## src/rtl/chop_pkg.sv

```systemverilog
package chop_pkg;
  typedef enum logic [2:0] {
    ST_IDLE,
    ST_ON,
    ST_OFF,
    ST_HOLD,
    ST_DEAD
  } chop_st_e;

  typedef enum logic [1:0] {
    DK_SLOW  = 2'b00,
    DK_FAST  = 2'b01,
    DK_MIXED = 2'b10,
    DK_MIX2  = 2'b11
  } decay_e;

  typedef struct packed {
    logic hs_a;
    logic ls_a;
    logic hs_b;
    logic ls_b;
  } gates_t;
endpackage

```

## src/rtl/chop_blank_ctr.sv

```systemverilog
module chop_blank_ctr #(
  parameter int CNT_W = 8
) (
  input  logic             clk_i,
  input  logic             rst_ni,
  input  logic             load_i,
  input  logic [CNT_W-1:0] len_i,
  output logic             open_o
);
  logic [CNT_W-1:0] cnt_q;

  always_ff @(posedge clk_i or negedge rst_ni) begin
    if (!rst_ni)           cnt_q <= '0;
    else if (load_i)       cnt_q <= len_i;
    else if (cnt_q != '0)  cnt_q <= cnt_q - 1'b1;
  end

  assign open_o = (cnt_q == '0);
endmodule

```

## src/rtl/chop_gate_dec.sv

```systemverilog
module chop_gate_dec
  import chop_pkg::*;
(
  input  chop_st_e st_i,
  input  logic     pol_i,
  input  logic     fast_i,
  output gates_t   gates_o
);
  gates_t drive, slow;

  // diagonal pair and its low-side-only recirculation pattern
  always_comb begin
    drive = pol_i ? gates_t'(4'b0110) : gates_t'(4'b1001);
    slow  = pol_i ? gates_t'(4'b0100) : gates_t'(4'b0001);
  end

  always_comb begin
    unique case (st_i)
      ST_ON:   gates_o = drive;
      ST_OFF:  gates_o = fast_i ? gates_t'(4'b0000) : slow;
      ST_HOLD: gates_o = slow;
      default: gates_o = gates_t'(4'b0000);
    endcase
  end
endmodule

```

## src/rtl/pwm_chopper.sv

```systemverilog
module pwm_chopper
  import chop_pkg::*;
#(
  parameter int CNT_W    = 8,
  parameter int DAC_W    = 4,
  parameter int DEAD_CYC = 3
) (
  input  logic             clk_i,
  input  logic             rst_ni,
  input  logic             en_ni,
  input  logic             sleep_i,
  input  logic             therm_flt_i,
  input  logic             uv_flt_i,
  input  logic             polarity_i,
  input  logic [DAC_W-1:0] dac_mag_i,
  input  logic [1:0]       decay_mode_i,
  input  logic             trip_i,
  input  logic [CNT_W-1:0] off_len_i,
  input  logic [CNT_W-1:0] blank_len_i,
  input  logic [CNT_W-1:0] fast_len_i,
  output logic             hs_a_o,
  output logic             ls_a_o,
  output logic             hs_b_o,
  output logic             ls_b_o,
  output logic             xlat_rst_o
);
  localparam logic [CNT_W-1:0] DEAD_LAST = CNT_W'(DEAD_CYC - 1);

  chop_st_e         st_q, st_n;
  logic             pol_q, pol_n;
  logic [CNT_W-1:0] tmr_q, tmr_n;
  decay_e           mode_q, mode_n;
  gates_t           gate_q, gate_n;

  logic             kill, dac_nz, blank_open, trip_acc, pol_chg, fast_ph, mixed_n;
  logic [CNT_W-1:0] off_eff, fast_eff, off_last;

  assign kill     = en_ni | sleep_i | therm_flt_i | uv_flt_i;
  assign dac_nz   = (dac_mag_i != '0);
  assign pol_chg  = (polarity_i != pol_q);
  assign trip_acc = (st_q == ST_ON) && blank_open && trip_i;

  // zero off length behaves as one; fast part never outlasts the period
  assign off_eff  = (off_len_i == '0) ? CNT_W'(1) : off_len_i;
  assign fast_eff = (fast_len_i > off_eff) ? off_eff : fast_len_i;
  assign off_last = off_eff - 1'b1;

  always_comb begin
    st_n   = st_q;
    pol_n  = pol_q;
    tmr_n  = tmr_q;
    mode_n = mode_q;
    if (kill) begin
      st_n  = ST_IDLE;
      tmr_n = '0;
    end else begin
      unique case (st_q)
        ST_IDLE: begin
          if (dac_nz) begin
            st_n  = ST_ON;
            pol_n = polarity_i;
          end
        end
        ST_ON: begin
          if (pol_chg) begin
            st_n  = ST_DEAD;
            tmr_n = '0;
          end else if (!dac_nz) begin
            st_n = ST_HOLD;
          end else if (trip_acc) begin
            st_n   = ST_OFF;
            tmr_n  = '0;
            mode_n = decay_e'(decay_mode_i);
          end
        end
        ST_OFF: begin
          if (pol_chg) begin
            st_n  = ST_DEAD;
            tmr_n = '0;
          end else if (tmr_q >= off_last) begin
            st_n  = dac_nz ? ST_ON : ST_HOLD;
            tmr_n = '0;
          end else begin
            tmr_n = tmr_q + 1'b1;
          end
        end
        ST_HOLD: begin
          if (pol_chg) begin
            st_n  = ST_DEAD;
            tmr_n = '0;
          end else if (dac_nz) begin
            st_n = ST_ON;
          end
        end
        ST_DEAD: begin
          if (tmr_q >= DEAD_LAST) begin
            st_n  = dac_nz ? ST_ON : ST_IDLE;
            pol_n = polarity_i;
            tmr_n = '0;
          end else begin
            tmr_n = tmr_q + 1'b1;
          end
        end
        default: st_n = ST_IDLE;
      endcase
    end
  end

  assign mixed_n = (mode_n == DK_MIXED) || (mode_n == DK_MIX2);
  assign fast_ph = (st_n == ST_OFF) &&
                   ((mode_n == DK_FAST) || (mixed_n && (tmr_n < fast_eff)));

  chop_gate_dec i_gate_dec (
    .st_i    (st_n),
    .pol_i   (pol_n),
    .fast_i  (fast_ph),
    .gates_o (gate_n)
  );

  chop_blank_ctr #(.CNT_W(CNT_W)) i_blank (
    .clk_i  (clk_i),
    .rst_ni (rst_ni),
    .load_i (gate_n != gate_q),
    .len_i  (blank_len_i),
    .open_o (blank_open)
  );

  always_ff @(posedge clk_i or negedge rst_ni) begin
    if (!rst_ni) begin
      st_q   <= ST_IDLE;
      pol_q  <= 1'b0;
      tmr_q  <= '0;
      mode_q <= DK_SLOW;
      gate_q <= gates_t'(4'b0000);
    end else begin
      st_q   <= st_n;
      pol_q  <= pol_n;
      tmr_q  <= tmr_n;
      mode_q <= mode_n;
      gate_q <= gate_n;
    end
  end

  assign hs_a_o     = gate_q.hs_a & ~kill;
  assign ls_a_o     = gate_q.ls_a & ~kill;
  assign hs_b_o     = gate_q.hs_b & ~kill;
  assign ls_b_o     = gate_q.ls_b & ~kill;
  assign xlat_rst_o = uv_flt_i;
endmodule

```

## config.mk

```make
export PLATFORM = sky130hd
export DESIGN_NAME = pwm_chopper
export DESIGN_NICKNAME = d
export VERILOG_FILES = /design/src/rtl/chop_pkg.sv /design/src/rtl/chop_blank_ctr.sv /design/src/rtl/chop_gate_dec.sv /design/src/rtl/pwm_chopper.sv
export SDC_FILE = /design/constraint.sdc
export NUM_CORES = 1
export LEC_CHECK = 0
export ABC_AREA = 1
export CORE_ASPECT_RATIO = 1.5
export CORE_MARGIN = 2
export CORE_UTILIZATION = 54
export CTS_BUF_LIST = sky130_fd_sc_hd__clkbuf_8
export CTS_CLUSTER_DIAMETER = 120
export CTS_CLUSTER_SIZE = 10
export DETAILED_ROUTE_END_ITERATION = 8
export PLACE_DENSITY = 0.81
export SYNTH_ARGS = -nofsm -noshare
export SYNTH_HDL_FRONTEND = slang
export SYNTH_SLANG_ARGS = --single-unit
export TNS_END_PERCENT = 1
```

## constraint.sdc

```tcl
create_clock -name clk_i -period 4.1 [get_ports clk_i]
set_input_delay 0.41 -clock clk_i [delete_from_list [all_inputs] [get_ports clk_i]]
set_output_delay 0.41 -clock clk_i [all_outputs]
set_load 0.01 [all_outputs]
```

==> qor.csv <==
stage;metric;value;unit
flow_run;Max Cap Viol;0;
routing;post-detailed-route DRC marker count;0;
global_route;largest net degree at the start of global routing;22;
routing;Avg Vias per Cell;5.922;
routing;first drt pass iteration count;5;
clocking;Max clock buf depth;2;
setup_path;Critical R2R Launch;tmr_q[2];
finish;multi-input combinational cell area;1931;um2
finish;commonest non-fill, non-tap cell in the layout;nand2_1;
setup_path;worst-path fanout max;5;
setup_path;R2R setup slack;0.30;ns
global_route;vias in the first global route;2947;
sta;Max-slew headroom;0.3105;
clocking;H-tree depth;1;
placed_design;I/O Buffers;42;
synth;Yosys Warn Count;0;
finish;leading cell types in the layout, fill and taps excluded;77 x nand2_1, 54 x buf_4, 42 x inv_1, 42 x nor2_1, 34 x clkdlybuf4s50_1;
clocking;CTS sink cnt;26;
sta;Sum Neg Setup Slack;-0.08129;ns
sta;Clock Skew;0.01458;ns
setup_path;RR Endpoint;i_blank.cnt_q[1];
routing;DRT iter0 DRCs;239;
setup_path;crit path from;off_len_i[0];
placed_design;gpl congestion;0.8407;
power_and_ir_drop;Final Total Pwr;0.0009586;W
global_route;GRT Overall Usage;0.3346;
outcome;outcome;finished with violations;
floorplan;I/O pin total;43;
synth;syn_area_per_cell;7.049;um2
finish;FF/Latch Area;650.6;um2
clocking;clk slew on worst S/H paths;0.11;ns
sta;worst-margin pin slew;1.031;ns
setup_path;R2R cell count;23;
setup_path;nature of the critical path endpoint;flop;
routing;drt wl/cell;17.82;um
synth;top-area cell type share of the netlist area;0.2622;
finish;layout cell share with drive strength beyond 1;0.3062;
sta;Slew Viols, Final;0;
finish;ANT cells;0;
synth;Post-Syn Nets;417;
global_route;first-pass GRT wire length;13040;um
setup_path;Startpoint Class;input port;
finish;fillers;260;
synth;Area contributors post-synth;dfrtp_1 26%, ha_1 14%, nand2_1 13%;
sta;period utilization;1.011;
finish;layout net count;520;
floorplan;Die X-Extent;59.35;um
sta;post-layout minimum cycle time;4.145;ns
worst_hold_path;worst hold path class;flop to flop;
synth;Mapped Cells;352;
sta;RSZ-0062 raised after global routing;yes;
setup_path;Crit Path Class;input port to flop;
setup_path;Data arrival, critical path;4.34;ns
floorplan;Initial Util;0.5555;
clocking;later-pin clock latency in the skew report;0.29;ns
routing;Vias;2973;
global_route;total gr overflow;0;
synth;mapped cell area;2481;um2
floorplan;FP Rows;30;
setup_path;CP endpoint;i_blank.cnt_q[1];
synth;Yosys cell types;42;
placed_design;DPL Wire Length;5367;um
routing;Post-DRT Antenna Nets;0;
outcome;failing checks;negative setup slack;
finish;synthesis-to-finish area growth;50.18;%
sta;Setup WS post-layout;-0.04471;ns
power_and_ir_drop;power per cell area;257.3;nW/um2
sta;Max Clock Freq;241.3;MHz
clocking;TritonCTS clock tree;done;
floorplan;chip height;87.02;um
power_and_ir_drop;Peak VDD IR;0.0002023;V
sta;final setup vio count;3;
routing;final wirelength;8945;um
synth;area leader, netlist;dfrtp_1;
synth;Yosys reg bits;26;
power_and_ir_drop;Leak;1.871;nW
synth;register area share after synthesis;0.2622;
setup_path;Critical Path RT;4.29;ns
sta;Hold Vio Cnt, Final;0;
global_route;initial antenna violation count;0;
clocking;cts bufs inserted;3;
floorplan;Die ar.;5164;um2
floorplan;CORE AREA;4467;um2
clocking;clk root buf;clkbuf_8;
## cell families (layout without fill, tap and decap cells)
kind of cell	after synthesis	in the layout	synth area share
AOI/OAI and AO/OA	45	45	0.1054
buffers and inverters	52	151	0.08019
adders and majority gates	27	27	0.1362
muxes	2	2	0.01008
DFF	26	26	0.2622
and+or+nand+nor	187	190	0.3601
xor gates and xnor gates	13	13	0.04589
## critical path: stages
cell and delay (ns):
clkdlybuf4s15_1 0.26, o21bai_4 0.22, inv_2 0.09, ha_4 0.16
nand3_4 0.10, nor3_4 0.13, xor2_1 0.19, ha_2 0.31
nand2_2 0.08, o21a_1 0.20, nand3_4 0.11, buf_6 0.16
a21oi_4 0.14, a21oi_2 0.06, nor3_2 0.24, ha_1 0.29
a21oi_1 0.15, nor2_1 0.08, nor2_2 0.12, nand2_1 0.08
nand2_2 0.09, nand2_4 0.10, nand3_4 0.10, nand3_4 0.15
nor2_8 0.14, nand2_1 0.06, nand2_1 0.06, nand2_1 0.05
## state kept, by name, summed over array words and instances (netlist names)
name and flops:
gate_q 4, i_blank.cnt_q 8, mode_q 2, pol_q 1, st_q 3, tmr_q 8
## final cells by class
type,count,share of cell area
Multi-Input combinational cell,277,0.5181
Tap cell,48,0.01612
Clock inverter,1,0.008059
Sequential cell,26,0.1746
Timing Repair Buffer,98,0.2226
Clock buffer,3,0.01108
Inverter,49,0.04936
## synth_stat cells (all sizes together)
cell type,n
mux2,1
nor4,1
nand3,19
nand4,4
a21oi,23
or2,2
inv,49
nor2,54
o31ai,1
ha,27
or3,1
a311oi,1
xor2,9
nand2,92
a22oi,1
o21bai,2
xnor2,4
mux2i,1
o221ai,1
or3b,1
a221oi,1
nor3,11
and2,1
nand3b,1
clkbuf,2
o21ai,10
a31oi,2
o21a,2
a32oi,1
buf,1
dfrtp,26
## what timing repair did
item                       4_1_cts  5_1_grt
setup buffers                   21       11
pin swaps                       27       34
hold buffers                     0        0
setup endpoints to repair        8       10
hold endpoints to repair         0        0
gates cloned                     2        1
gates resized for setup         31       65
## per-stage QoR
stage	setup WS [ns]	utilization	instance area (um2)	hold slack [ns]	cells
2_1_floorplan	0.1290	-	2481	0.1144	352
3_5_place_dp	-0.5735	0.7000	3127	0.4769	463
4_1_cts	0.008085	0.7770	3471	0.5001	490
5_1_grt	-0.1813	0.8342	3726	0.5300	502
3_3_place_gp	-0.3850	0.7000	3127	0.4766	463
6_report	-0.04471	0.8342	3726	0.5050	502
## power breakdown
group	switching, W	internal (W)
registers	0.0000385	0.000300
logic	0.000210	0.000186
clock network	0.0000935	0.000131
total	0.000342	0.000617
## per-layer routing
layer,vias to the layer above,track usage,wire length (um)
li1,1349,-,-
met1,1385,0.3026,2649
met3,64,0.02972,505
met2,175,0.6843,5068
met5,-,0,0
met4,0,0.1694,721
## worst min path at each step
stage / startpoint / endpoint / slack (ns) / cells past startpoint
floorplan: rst_ni / gate_q[0] / 0.11 / 0
global placement: mode_q[0] / mode_q[0] / 0.48 / 2
detailed placement: mode_q[0] / mode_q[0] / 0.48 / 2
CTS: mode_q[0] / mode_q[0] / 0.50 / 2
global route: mode_q[0] / mode_q[0] / 0.53 / 2
finish: mode_q[0] / mode_q[0] / 0.50 / 2
Note: power is estimated with default switching activity, not from simulation.
